## config.mk

```make
export PLATFORM = sky130hd
export DESIGN_NAME = sliding_mask_top
export DESIGN_NICKNAME = d
export VERILOG_FILES = /design/src/rtl/sliding_mask_pkg.sv /design/src/rtl/sliding_mask_ctrl.sv /design/src/rtl/sliding_mask_dp.sv /design/src/rtl/sliding_mask_top.sv
export SDC_FILE = /design/constraint.sdc
export NUM_CORES = 1
export LEC_CHECK = 0
export BUFFER_PORTS_ARGS = -buffer_cell sky130_fd_sc_hd__buf_2
export CAP_MARGIN = 25
export CORE_UTILIZATION = 25
export CTS_CLUSTER_SIZE = 28
export DETAILED_ROUTE_END_ITERATION = 10
export SLEW_MARGIN = 20
export SYNTH_ARGS = -nofsm -noshare
export SYNTH_HDL_FRONTEND = slang
export SYNTH_HIERARCHICAL = 1
export SYNTH_SLANG_ARGS = --single-unit
```

## constraint.sdc

```tcl
create_clock -name clk -period 2.4 [get_ports clk]
set_input_delay 0.12 -clock clk [delete_from_list [all_inputs] [get_ports clk]]
set_output_delay 0.12 -clock clk [all_outputs]
set_load 0.05 [all_outputs]
```

## src/rtl/sliding_mask_pkg.sv

```systemverilog
package sliding_mask_pkg;
  localparam int WORD_W    = 64;
  localparam int SEG_W     = 16;
  localparam int SEG_N     = WORD_W / SEG_W;
  localparam int SEG_IDX_W = $clog2(SEG_N);
  localparam int POS_W     = $clog2(WORD_W);
  localparam int CODE_W    = 3;

  typedef enum logic [1:0] {
    TGT_SLIDE   = 2'b00,
    TGT_ACTIVE  = 2'b01,
    TGT_STANDBY = 2'b10,
    TGT_NONE    = 2'b11
  } maskTarget_e;

  typedef struct packed {
    logic                 shR;
    logic                 shL;
    logic                 wrSlide;
    logic                 wrFg;
    logic                 wrBg;
    logic                 swap;
    logic [SEG_IDX_W-1:0] seg;
    logic [SEG_W-1:0]     data;
    logic [SEG_W-1:0]     keep;
    logic [POS_W-1:0]     lo;
    logic [POS_W-1:0]     hi;
  } maskStrobes_t;
endpackage

```

## src/rtl/sliding_mask_ctrl.sv

```systemverilog
module sliding_mask_ctrl
  import sliding_mask_pkg::*;
(
  input  logic [CODE_W-1:0]    partCode,
  input  logic                 shiftRight,
  input  logic                 shiftLeft,
  input  logic                 wrEn,
  input  logic [1:0]           wrTarget,
  input  logic [SEG_IDX_W-1:0] wrSeg,
  input  logic [SEG_W-1:0]     wrData,
  input  logic [SEG_W-1:0]     wrKeep,
  input  logic                 swapPair,
  input  logic                 bgSel,
  output maskStrobes_t         strobes
);
  localparam int RAMSEG_W = CODE_W - 1;

  maskTarget_e         tgt;
  logic [RAMSEG_W-1:0] ramSegs;
  logic [POS_W-1:0]    ramBits;

  assign tgt     = maskTarget_e'(wrTarget);
  assign ramSegs = partCode[RAMSEG_W-1:0];
  assign ramBits = POS_W'(ramSegs) * POS_W'(SEG_W);

  always_comb begin
    strobes         = '0;
    strobes.seg     = wrSeg;
    strobes.data    = wrData;
    strobes.keep    = wrKeep;
    strobes.swap    = swapPair;
    strobes.wrSlide = wrEn && (tgt == TGT_SLIDE);
    strobes.wrFg    = wrEn && ((tgt == TGT_ACTIVE && !bgSel) || (tgt == TGT_STANDBY && bgSel));
    strobes.wrBg    = wrEn && ((tgt == TGT_ACTIVE && bgSel) || (tgt == TGT_STANDBY && !bgSel));
    // A conflicting shift request, or a write to the sliding mask, cancels the shift.
    strobes.shR     = shiftRight && !shiftLeft && !strobes.wrSlide;
    strobes.shL     = shiftLeft && !shiftRight && !strobes.wrSlide;
    if (partCode[CODE_W-1]) begin
      strobes.lo = '0;
      strobes.hi = POS_W'(WORD_W - 1) - ramBits;
    end else begin
      strobes.lo = ramBits;
      strobes.hi = POS_W'(WORD_W - 1);
    end
  end
endmodule

```

## src/rtl/sliding_mask_dp.sv

```systemverilog
module sliding_mask_dp
  import sliding_mask_pkg::*;
(
  input  logic              clk,
  input  logic              rstN,
  input  maskStrobes_t      strobes,
  output logic [WORD_W-1:0] slideMask,
  output logic [WORD_W-1:0] fgMask,
  output logic [WORD_W-1:0] bgMask,
  output logic              bgSel
);
  logic [WORD_W-1:0] shifted;
  logic [WORD_W-1:0] slideNext;
  logic [WORD_W-1:0] fgNext;
  logic [WORD_W-1:0] bgNext;

  function automatic logic [WORD_W-1:0] mergeSeg(
    input logic [WORD_W-1:0]    old,
    input logic [SEG_IDX_W-1:0] seg,
    input logic [SEG_W-1:0]     data,
    input logic [SEG_W-1:0]     keep
  );
    logic [WORD_W-1:0] res;
    res = old;
    for (int s = 0; s < SEG_N; s++) begin
      if (seg == SEG_IDX_W'(s))
        res[s*SEG_W +: SEG_W] = (old[s*SEG_W +: SEG_W] & keep) | (data & ~keep);
    end
    return res;
  endfunction

  for (genvar i = 0; i < WORD_W; i++) begin : g_bit
    localparam int UP = (i == WORD_W - 1) ? i : i + 1;
    localparam int DN = (i == 0) ? i : i - 1;
    always_comb begin
      shifted[i] = slideMask[i];
      if (strobes.shR && POS_W'(i) >= strobes.lo && POS_W'(i) < strobes.hi)
        shifted[i] = slideMask[UP];
      else if (strobes.shL && POS_W'(i) > strobes.lo && POS_W'(i) <= strobes.hi)
        shifted[i] = slideMask[DN];
    end
  end

  always_comb begin
    slideNext = strobes.wrSlide ? mergeSeg(slideMask, strobes.seg, strobes.data, strobes.keep)
                                : shifted;
    fgNext    = strobes.wrFg ? mergeSeg(fgMask, strobes.seg, strobes.data, strobes.keep) : fgMask;
    bgNext    = strobes.wrBg ? mergeSeg(bgMask, strobes.seg, strobes.data, strobes.keep) : bgMask;
  end

  always_ff @(posedge clk or negedge rstN) begin
    if (!rstN) begin
      slideMask <= '0;
      fgMask    <= '0;
      bgMask    <= '0;
      bgSel     <= 1'b0;
    end else begin
      slideMask <= slideNext;
      fgMask    <= fgNext;
      bgMask    <= bgNext;
      if (strobes.swap) bgSel <= !bgSel;
    end
  end
endmodule

```

## src/rtl/sliding_mask_top.sv

```systemverilog
module sliding_mask_top
  import sliding_mask_pkg::*;
(
  input  logic              clk,
  input  logic              rstN,
  input  logic [2:0]        partCode,
  input  logic              shiftRight,
  input  logic              shiftLeft,
  input  logic              wrEn,
  input  logic [1:0]        wrTarget,
  input  logic [1:0]        wrSeg,
  input  logic [15:0]       wrData,
  input  logic [15:0]       wrKeep,
  input  logic              swapPair,
  output logic [63:0]       slideMask,
  output logic [63:0]       activeMask,
  output logic [63:0]       standbyMask,
  output logic              bgActive
);
  maskStrobes_t      strobes;
  logic [WORD_W-1:0] fgMask;
  logic [WORD_W-1:0] bgMask;
  logic              bgSel;

  sliding_mask_ctrl i_ctrl (
    .partCode  (partCode),
    .shiftRight(shiftRight),
    .shiftLeft (shiftLeft),
    .wrEn      (wrEn),
    .wrTarget  (wrTarget),
    .wrSeg     (wrSeg),
    .wrData    (wrData),
    .wrKeep    (wrKeep),
    .swapPair  (swapPair),
    .bgSel     (bgSel),
    .strobes   (strobes)
  );

  sliding_mask_dp i_dp (
    .clk      (clk),
    .rstN     (rstN),
    .strobes  (strobes),
    .slideMask(slideMask),
    .fgMask   (fgMask),
    .bgMask   (bgMask),
    .bgSel    (bgSel)
  );

  assign activeMask  = bgSel ? bgMask : fgMask;
  assign standbyMask = bgSel ? fgMask : bgMask;
  assign bgActive    = bgSel;
endmodule

```

Word-level counts from Yosys, hierarchy flattened
Cells that the tools add are included.

word-level totals
  register bits after elaboration = 193
  input bits = 45
  output and inout bits = 193
  logic and storage cells = 908

cells by class
  add/sub/neg operators = 1
  magnitude comparators = 254
  eq/ne operators = 10
  muxes and demuxes = 135
  bitwise gates (word level) = 26
  reduce and logical (&&, ||, !) cells = 409

operators by type and width
  cell                                                                                number
  1-bit logical AND                                                                   265
  16-bit bitwise AND                                                                  13
  6-bit greater-or-equal comparator, first input constant                             32
  6-bit > comparator, first input constant                                            32
  6-bit <= comparator, first input constant                                           32
  6-bit < comparator, first input constant                                            32
  64-bit two-way mux                                                                  3
  16-bit OR                                                                           12
  3-bit nonzero test                                                                  62
  2-bit AND reduction                                                                 71
  1-bit two-way mux                                                                   127
  5-bit by 6-bit greater-or-equal comparator with 1-bit output, first input constant  16
  5-bit by 6-bit > comparator with 1-bit output, first input constant                 16
  5-bit by 6-bit <= comparator with 1-bit output, first input constant                16
  5-bit by 6-bit < comparator with 1-bit output, first input constant                 16
  16-bit two-way mux                                                                  4
  4-bit by 6-bit greater-or-equal comparator with 1-bit output, first input constant  8
  4-bit by 6-bit > comparator with 1-bit output, first input constant                 8
  4-bit by 6-bit <= comparator with 1-bit output, first input constant                8
  4-bit by 6-bit < comparator with 1-bit output, first input constant                 8
  3-bit by 6-bit greater-or-equal comparator with 1-bit output, first input constant  4
  3-bit by 6-bit > comparator with 1-bit output, first input constant                 4
  3-bit by 6-bit <= comparator with 1-bit output, first input constant                4
  3-bit by 6-bit < comparator with 1-bit output, first input constant                 4
  other kinds (20)                                                                    38

Longest topological paths before layout
Gate-level depths: netlist (run 1).

  depth in word-level cells = 9
  depth in mapped cells = 9
  depth with buffers taken out = 7

Hierarchy
Netlist (run 1), hierarchy kept.

by module, submodules not included
  module             instances  cells an instance  area each (um^2)  seq. area each (um^2)
  sliding_mask_dp    1          1,317              12,076.6          4,829.6
  sliding_mask_top   1          142                1,619.1           0.0
  sliding_mask_ctrl  1          58                 419.2             0.0

Worst setup path before layout (run 1)
No wires, ideal clock.

  kind = in2reg
  from = input wrEn
  to = register (tool-made name)
  setup time = 0.125 ns
  arrival = 2.207 ns
  data required time = 2.275 ns
  slack = 0.068 ns
  stages on the path = 9
  buffers on the path = 2
  path through = nor3b_4 nor3b_1 or3b_1 clkbuf_1 buf_2 nor2_1 a21oi_1 o32ai_1 mux2_2

RTL lines
  item             RTL line               text
  start, declared  sliding_mask_top.sv:9  input logic wrEn,

Worst setup path in the final report (run 1)
  from = register i_dp.bgSel
  to = output standbyMask[21]

between the ends
  cells in the longest elaborated chain, start to end = 1

ends and longest elaborated chain
  item                    RTL line                text
  start, declared         sliding_mask_dp.sv:10   output logic bgSel
  start signal, assigned  sliding_mask_dp.sv:61   if (strobes.swap) bgSel <= !bgSel;
  64-bit two-way mux      sliding_mask_top.sv:50  assign standbyMask = bgSel ? fgMask : bgMask;
  end, declared           sliding_mask_top.sv:17  output logic [63:0] standbyMask,

Every way passes these cells.

==> flow_metrics.py, run 1 <==
metrics = {
    "floorplanning": {
        "die_y_um": 240,
        "chipWidth_um": 240,
        "design.core.area_um2": 55400,
        "initial_core_util_pct": 25.5,
        "design.die.area_um2": 57400,
        "std_cell_rows": 86,
        "boundary_pins": 238,
    },
    "synthesis": {
        "netlist-cell-type-count": 80,
        "netlist_instances": 1517,
        "synth_area_leaders": "dfrtp_1 (34%), mux2_2 (20%), o21ai_0 (5.4%)",
        "async_set_reset_flop_share_out_of_synthesis_pct": 100,
        "syn_avg_cell_area_um2": 9.30,
        "synth-seq-cells": 193,
        "share_of_the_yosys_chip_area_belonging_to_registers_pct": 34.2,
        "synth_edf_count": 0,
        "ys.flop_type": "dfrtp_1",
        "post-synth-top-area-fraction_pct": 34.2,
        "number_of_warnings_issued_by_yosys": 6,
        "synth.cell_area_um2": 14100,
        "yosysTopAreaCell": "dfrtp_1",
    },
    "job": {
        "cap_violations": 0,
    },
    "clocking": {
        "setup_repair_bufs_after_cts": 0,
        "cts_tree": "done",
        "max-clock-path-buffers": 2,
        "ctsRootBufferMaster": "clkbuf_16",
        "cts_buffers": 17,
        "clkSlewWorstSetupHoldPaths_ns": 0.09,
        "htree_num_levels": 4,
        "clkSinkCount": 193,
        "worstSkewPairLatency_ns": 0.50,
    },
    "power": {
        "switchingPower_w": 0.0135,
        "share_comb_of_total_power_pct": 60.8,
        "final_total_power_w": 0.0239,
        "share_seq_of_total_power_pct": 26.0,
        "share_clk_of_total_power_pct": 13.2,
        "power.leakage_nw": 7.36,
        "vdd_drop_max_uv": 1210,
        "power-per-cell-area_nw_per_um2": 1430,
        "internal-power_w": 0.0104,
        "p_sw_share_pct": 56.6,
    },
    "cells_and_area": {
        "final_nets": 1739,
        "share_of_final_layout_standard_cells_stronger_than_drive_strength_1_pct": 37.9,
        "synthToLayoutAreaGrowth_pct": 18.9,
        "instances_no_fill": 2455,
        "n_fill_cell": 5858,
        "insertedDiodeCount": 0,
        "layout.core_utilization_pct": 30.3,
    },
    "timing": {
        "worst-slew-pin-transition_ns": 1.03,
        "finalHoldViolations": 0,
        "rsz0062_at_grt": "no",
        "final_period_minus_worst_setup_slack_ns": 2.30,
        "min_period_over_period_pct": 95.8,
        "fmaxAchievable_mhz": 435,
        "tns_ns": 0,
        "worst_clock_skew_ns": 0.0145,
        "slew-limit-headroom_pct": 30.8,
        "fin_hold_ws_ns": 0.0385,
        "setup_viol_count_final": 0,
        "timing_max_transition_violations_final": 0,
    },
    "grt": {
        "grt_antenna_before_repair": 3,
        "grt_pass1_wl_mm": 89.0,
        "globalRouteTotalUtil_pct": 21.0,
        "first_global_vias": 13300,
        "aggregate_global_routing_overflow": 0,
        "grt_max_degree": 79,
    },
    "placement": {
        "weighted_congestion_at_the_end_of_routability_driven_global_placement": 0.966,
        "dpl.hpwl_mm": 43.4,
        "numPortBuffers": 237,
        "dp_cells": 2417,
    },
    "min_path": {
        "holdCritPathClass": "in -> reg",
    },
    "routing": {
        "dr.first_iter.drc_count": 1377,
        "highest_layer": "met5",
        "dr_wl_met3_mm": 5.37,
        "route.vias.total": 13500,
        "finalWirelength_mm": 60.2,
        "detail_route.wirelength.met1_mm": 26.1,
        "final_antenna_net_count": 0,
        "firstDrtPassIters": 7,
        "routedWlPerCell_um": 24.5,
        "met2_wl_mm": 27.5,
        "routed_via_density": 5.52,
        "drc": 0,
    },
    "setup_path": {
        "path_class": "reg -> out",
        "path_max_fanout": 52,
        "arrival_ns": 2.18,
        "critPathCaptureType": "output pin",
        "crit_required_ns": 2.28,
        "start_kind": "register",
    },
    "outcome": {
        "status": "completed",
    },
}
[what timing repair did]
item                                    in CTS  in global routing
hold endpoints to repair                    68                  0
hold buffers                                 6                  0
endpoints found under the setup margin      76                  0
gates resized for setup                      1                  0
[kinds of logic after synthesis]
group	Yosys count	share of synthesized area, %
AOI/OAI and AO/OA	475	22.6
and+or+nand+nor	322	11.2
muxes	297	23.3
buffers and inverters	227	8.48
DFF	193	34.2
other	2	0.0532
xor gates and xnor gates	1	0.0621
[layout by cell type, fill, tap and decap left out, drive strengths merged, types with 9 or more instances in the layout]
cell type | synthesis | final
clkinv | 7 | 11
nor3 | 23 | 23
o22ai | 15 | 15
a221oi | 10 | 10
mux2 | 254 | 254
dfrtp | 193 | 193
o221ai | 13 | 13
nand2 | 53 | 53
buf | 99 | 336
clkbuf | 92 | 18
and3 | 9 | 9
nand2b | 19 | 19
o21ai | 151 | 151
inv | 29 | 39
a21oi | 61 | 61
mux2i | 43 | 43
o31ai | 78 | 78
o211ai | 11 | 11
nand3 | 25 | 25
o31a | 10 | 10
a31oi | 17 | 17
nor2 | 128 | 128
a211oi | 18 | 18
a21o | 9 | 9
[power groups by stage]
stage	Sequential [W]	Combinational (W)	Clock (W)
after floorplan	0.00743	0.00976	0
after global placement	0.00614	0.0144	0
after detailed placement	0.00624	0.0145	0
after CTS	0.00620	0.0146	0.00326
after global routing	0.00642	0.0153	0.00337
final	0.00623	0.0146	0.00315
[stage by stage]
step	instance area, um2	setup slack (ns)
floorplan	14100	0.0682
global placement	16100	-0.167
detailed placement	16100	-0.100
global route	16800	0.00415
CTS	16800	0.0520
finish	16800	0.0998
[final timing paths]
kind                            start              end  slack (ns)  cells past startpoint
setup reg to reg           i_dp/bgSel         register        0.30                      6
hold reg to reg              register         register        0.53                      2
min in group asynchronous        rstN        async pin        0.17                      2
max in group asynchronous        rstN        async pin        1.38                      3
setup / recovery           i_dp/bgSel  standbyMask[21]         0.1                      3
hold / removal              wrData[4]         register        0.04                      2
[critical path, cell delays in order (launching register included)]
cell     delay, ns
dfrtp_4       0.43
buf_4         0.52
mux2_2        0.45
buf_2         0.22
[cell usage after synthesis (all sizes together), types with 13 or more instances]
cell    number
clkbuf      92
mux2i       43
nand2b      19
a31oi       17
dfrtp      193
o21ai      151
a21oi       61
o31ai       78
inv         29
a211oi      18
buf         99
mux2       254
nor3        23
o221ai      13
o22ai       15
nand2       53
nor2       128
nand3       25
[area by class of cell]
type	count	area [um2]	area share, %
Multi-Input combinational cell	1103	8120	48.4
Sequential cell	193	4830	28.8
Timing Repair Buffer	343	2130	12.7
Tap cell	748	936	5.58
Clock buffer	17	425	2.54
Clock inverter	15	200	1.19
Inverter	36	135	0.805
[routing by layer]
| layer | global-route usage [%] | up-vias |
|---|---|---|
| li1 | - | 6000 |
| met1 | 27.8 | 6781 |
| met2 | 33.1 | 677 |
| met3 | 5.96 | 82 |
| met4 | 5.54 | 6 |
| met5 | 0 | - |
No activity file was read; power rests on OpenSTA's default activity.
==> inputs of run 2 (changes only) <==
BUFFER_PORTS_ARGS = not set   (was -buffer_cell sky130_fd_sc_hd__buf_2)
DONT_BUFFER_PORTS = 1   (was not set)
==> run 2 against run 1 <==
Compared with the run above: the run now ends with negative hold slack left; sequential share of layout area increased by 1.8 points; clock-buffer cell count did not move; highest routed layer is now met4; utilization fell by 1.7 points; die area did not move.
==> flow_metrics.py, run 2 (synthesized netlist as in run 1, its figures left out) <==
metrics = {
    "timing": {
        "fin_hold_ws_ns": -0.702,
        "setup_viol_count_final": 0,
        "worst_clock_skew_ns": 0.0192,
        "rsz0062_at_grt": "no",
        "fmaxAchievable_mhz": 436,
        "timing_max_transition_violations_final": 0,
        "min_period_over_period_pct": 95.6,
        "finalHoldViolations": 193,
        "worst-slew-pin-transition_ns": 1.06,
        "final_period_minus_worst_setup_slack_ns": 2.29,
        "slew-limit-headroom_pct": 28.9,
    },
    "grt": {
        "aggregate_global_routing_overflow": 0,
        "grt_antenna_before_repair": 4,
        "first_global_vias": 12200,
        "grt_max_degree": 194,
        "grt_pass1_wl_mm": 88.5,
        "globalRouteTotalUtil_pct": 21.2,
    },
    "setup_path": {
        "path_class": "reg -> reg",
        "arrival_ns": 2.69,
        "crit_required_ns": 2.80,
        "worst_path_max_delay_cell": "dlygate4sd3_1",
        "rrSetupSlack_ns": 0.11,
        "critPathCaptureType": "register",
        "critical-path-max-stage-delay_ns": 0.60,
        "reg2regPathDepth": 8,
        "r2r_start": "i_dp/bgSel",
        "start_kind": "register",
        "path_max_fanout": 16,
        "timing.critical_path.from": "i_dp/bgSel",
        "cp_cell_sequence": "nand2b_1 -> o22ai_1 -> buf_4 -> nand2_1 -> buf_6 -> o21ai_0 -> o31ai_1 -> dlygate4sd3_1",
    },
    "outcome": {
        "status": "finished with violations",
        "violations": "negative hold slack",
    },
    "cells_and_area": {
        "n_fill_cell": 5860,
        "synthToLayoutAreaGrowth_pct": 12.1,
        "instances_no_fill": 2249,
        "final_nets": 1528,
        "share_of_final_layout_standard_cells_stronger_than_drive_strength_1_pct": 26.9,
        "mostFrequentLayoutCell": "mux2_2",
        "layout.core_utilization_pct": 28.5,
        "most_frequent_cells_in_the_layout": "mux2_2 (254), dfrtp_1 (192), o21ai_0 (150)",
    },
    "floorplanning": {
        "die_y_um": 240,
        "boundary_pins": 238,
        "initial_core_util_pct": 25.5,
        "chipWidth_um": 240,
        "std_cell_rows": 86,
        "design.core.area_um2": 55400,
        "design.die.area_um2": 57400,
    },
    "clocking": {
        "cts_buffers": 17,
        "postCtsHoldBufs": 39,
        "cts_tree": "done",
        "worstSkewPairLatency_ns": 0.51,
        "ctsRootBufferMaster": "clkbuf_16",
        "htree_num_levels": 4,
        "clkSlewWorstSetupHoldPaths_ns": 0.09,
        "clkSinkCount": 193,
        "max-clock-path-buffers": 2,
        "setup_repair_bufs_after_cts": 0,
    },
    "power": {
        "power.leakage_nw": 6.40,
        "power-per-cell-area_nw_per_um2": 1410,
        "vdd_drop_max_uv": 1760,
    },
    "routing": {
        "route.vias.total": 12600,
        "final_antenna_net_count": 0,
        "finalWirelength_mm": 60.8,
        "drc": 0,
        "routed_via_density": 5.59,
        "routedWlPerCell_um": 27.0,
        "firstDrtPassIters": 5,
        "dr.first_iter.drc_count": 1128,
    },
    "placement": {
        "numPortBuffers": 0,
        "dpl.hpwl_mm": 41.3,
        "dp_cells": 2172,
        "weighted_congestion_at_the_end_of_routability_driven_global_placement": 0.969,
    },
    "job": {
        "cap_violations": 0,
    },
    "min_path": {
        "holdCritPathClass": "in -> async",
    },
}
[run 2: changes by cell type in the layout (fill, tap and decap cells not counted), moves of 3 or more]
cell,previous run,this run
clkinv_8,4,7
inv_12,4,1
buf_2,236,0
buf_12,10,5
dlygate4sd3_1,6,39
buf_4,89,85
inv_8,4,1
diode_2,0,5
[run 2: power by group]
| part | total (W) | leakage [nW] | switching [W] | internal, W |
|---|---|---|---|---|
| sequential | 0.00796 | 2.43 | 0.00331 | 0.00465 |
| clock | 0.00307 | 0.297 | 0.00165 | 0.00141 |
| combinational | 0.0113 | 3.67 | 0.00806 | 0.00324 |
| total | 0.0223 | 6.40 | 0.0130 | 0.00931 |
[run 2: layout make-up]
cell class	instances	area, um2	share of cell area [%]
inverter	36	135	0.854
tap	748	936	5.92
clock buffer	17	425	2.69
antenna	5	12.5	0.0791
multi-input combinational	1103	8120	51.3
timing repair buffer	132	1170	7.40
clock inverter	15	190	1.20
sequential	193	4830	30.6
[run 2: per-layer routing]
layer / global-route usage, % / vias to the layer above / wire [um]
met3: 8.41 / 75 / 6330
li1: - / 5565 / -
met4: 6.43 / 0 / 1400
met1: 26.3 / 6354 / 25000
met2: 33.5 / 580 / 28000
met5: 0 / - / 0
[run 2: how the worst max path moves through the flow]
stage | cells past startpoint | end | slack (ns)
CTS | 9 | register | 0.03
detailed placement | 8 | register | -0.01
global placement | 9 | register | 0.02
finish | 8 | register | 0.11
floorplan | 9 | register | 0.07
global route | 9 | register | 0.009
[run 2: worst max-delay path, delay by kind of cell (launching register included)]
| kind | cells | cell delay (ns) |
|---|---|---|
| and+or+nand+nor | 2 | 0.28 |
| DFF | 1 | 0.52 |
| AOI/OAI and AO/OA | 3 | 0.42 |
| buffers and inverters | 3 | 0.97 |
[run 2: repair_timing]
item / CTS / global route
endpoints found under the hold margin: 376 / 193
gates resized for setup: 0 / 7
endpoints found under the setup margin: 0 / 2
[run 2: through the flow]
step / worst slack [ns] / hold slack [ns] / power, W / setup TNS, ns / cell area, um2
after floorplan: 0.0682 / -0.176 / 0.0172 / 0 / 14100
after global placement: 0.0243 / -0.168 / 0.0188 / 0 / 14800
after detailed placement: -0.0132 / -0.169 / 0.0190 / -0.0133 / 14800
after CTS: 0.0282 / -0.736 / 0.0224 / 0 / 15800
after global routing: 0.00944 / -0.740 / 0.0233 / 0 / 15800
final: 0.105 / -0.702 / 0.0223 / 0 / 15800
==> inputs of run 3 (changes only) <==
CTS_CLUSTER_DIAMETER = 80   (was not set)
GPL_TIMING_DRIVEN = 0   (was not set)
==> run 3 against run 2 <==
Compared with the run above: the flow finishes with violations (negative hold slack, negative setup slack); hold slack better by 0.043 ns; final area grew 0.39%; die area stayed put; largest cell class unchanged.
==> flow_metrics.py, run 3 (synthesized netlist as in run 1, its figures left out) <==
metrics = {
    "timing": {
        "setup_viol_count_final": 13,
        "timing_max_transition_violations_final": 0,
        "fin_hold_ws_ns": -0.659,
        "worst_clock_skew_ns": 0.0215,
        "slew-limit-headroom_pct": 29.6,
        "min_period_over_period_pct": 103,
        "rsz0062_at_grt": "yes",
        "fmaxAchievable_mhz": 406,
        "finalHoldViolations": 193,
        "final_period_minus_worst_setup_slack_ns": 2.46,
        "worst-slew-pin-transition_ns": 1.06,
        "post-route-worst-setup-slack_ns": -0.0618,
    },
    "routing": {
        "dr.first_iter.drc_count": 1549,
        "routedWlPerCell_um": 32.9,
        "finalWirelength_mm": 76.3,
        "final_antenna_net_count": 0,
        "drc": 0,
        "firstDrtPassIters": 9,
        "routed_via_density": 5.97,
        "route.vias.total": 13800,
    },
    "setup_path": {
        "arrival_ns": 2.80,
        "path_max_fanout": 10,
        "critPathCaptureType": "register",
        "path_class": "in -> reg",
        "start_kind": "input pin",
        "crit_required_ns": 2.74,
    },
    "cells_and_area": {
        "share_of_final_layout_standard_cells_stronger_than_drive_strength_1_pct": 28.7,
        "mostFrequentLayoutCell": "mux2_2",
        "layout.core_utilization_pct": 28.7,
        "synthToLayoutAreaGrowth_pct": 12.5,
        "most_frequent_cells_in_the_layout": "mux2_2 (254), dfrtp_1 (192), o21ai_0 (151)",
        "final_nets": 1595,
    },
    "outcome": {
        "status": "finished with violations",
        "violations": "negative hold slack, negative setup slack",
    },
    "min_path": {
        "holdCritPathClass": "in -> async",
    },
    "power": {
        "final_total_power_w": 0.0231,
        "power-per-cell-area_nw_per_um2": 1460,
        "power.leakage_nw": 6.46,
        "vdd_drop_max_uv": 990,
    },
    "floorplanning": {
        "boundary_pins": 238,
        "design.die.area_um2": 57400,
        "std_cell_rows": 86,
        "design.core.area_um2": 55400,
        "die_y_um": 240,
        "initial_core_util_pct": 25.5,
        "chipWidth_um": 240,
    },
    "grt": {
        "globalRouteTotalUtil_pct": 26.3,
        "first_global_vias": 13500,
        "grt_max_degree": 194,
        "grt_antenna_before_repair": 5,
        "grt_pass1_wl_mm": 106,
        "aggregate_global_routing_overflow": 0,
    },
    "clocking": {
        "ctsRootBufferMaster": "clkbuf_16",
        "max-clock-path-buffers": 2,
        "htree_num_levels": 4,
        "postCtsHoldBufs": 5,
        "cts_tree": "done",
        "clkSinkCount": 193,
        "clkSlewWorstSetupHoldPaths_ns": 0.08,
        "worstSkewPairLatency_ns": 0.47,
        "cts_buffers": 17,
    },
    "placement": {
        "weighted_congestion_at_the_end_of_routability_driven_global_placement": 1.05,
        "dpl.hpwl_mm": 57.5,
        "numPortBuffers": 0,
    },
    "job": {
        "cap_violations": 0,
    },
}
-- run 3: final timing paths --
check | start | to | slack [ns] | cells after the start
min reg2reg | register | register | 0.53 | 1
max in group asynchronous | rstN | async pin | 2.72 | 0
min in group clk | wrData[8] | register | 0.02 | 2
max reg2reg | i_dp/bgSel | register | -0.03 | 7
min | rstN | async pin | -0.66 | 0
max | wrTarget[0] | register | -0.06 | 8
-- run 3: metal layers --
layer,track usage (%),vias to the layer above,wire (um)
li1,-,5703,-
met1,31.6,7034,29300
met2,42.1,900,34800
met3,10.3,181,9230
met4,9.30,10,2910
met5,0,-,66
-- run 3: power breakdown --
| group | internal (W) | total (W) | switching, W |
|---|---|---|---|
| logic | 0.00331 | 0.0117 | 0.00835 |
| clock network | 0.00149 | 0.00301 | 0.00152 |
| registers | 0.00464 | 0.00845 | 0.00381 |
| total | 0.00944 | 0.0231 | 0.0137 |
-- run 3: critical path, cell delays in order --
cell and delay [ns]:
nor3b_4 0.53, clkbuf_4 0.39, clkbuf_2 0.33, clkbuf_4 0.37, clkbuf_2 0.35, o21ai_0 0.39
o21ai_0 0.20, mux2i_1 0.09
-- run 3: area by class of cell --
type                            count  area [um2]
Fill cell                        5876       39500
Multi-Input combinational cell   1103        8170
Sequential cell                   193        4830
Buffer                            189        1120
Tap cell                          748         936
Clock buffer                       18         429
Clock inverter                     14         164
Inverter                           36         136
Timing Repair Buffer               10        83.8
Antenna cell                        4        10.0
-- run 3: what timing repair did --
| action | CTS | global route |
|---|---|---|
| resized for setup | 35 | 41 |
| hold endpoints to repair | 212 | 193 |
| endpoints found under the setup margin | 184 | 123 |
| pin swaps | 0 | 2 |
| setup buffers | 0 | 2 |
-- run 3: per-stage QoR --
stage	std cells	instance area (um2)	worst slack [ns]	TNS [ns]
detailed placement	2274	15100	-1.47	-104.49
global placement	2271	15100	-1.70	-103.76
global route	2311	15900	-0.113	-1.45
floorplan	1523	14100	0.0682	0
CTS	2310	15800	-0.278	-11.65
finish	2315	15900	-0.0618	-0.399
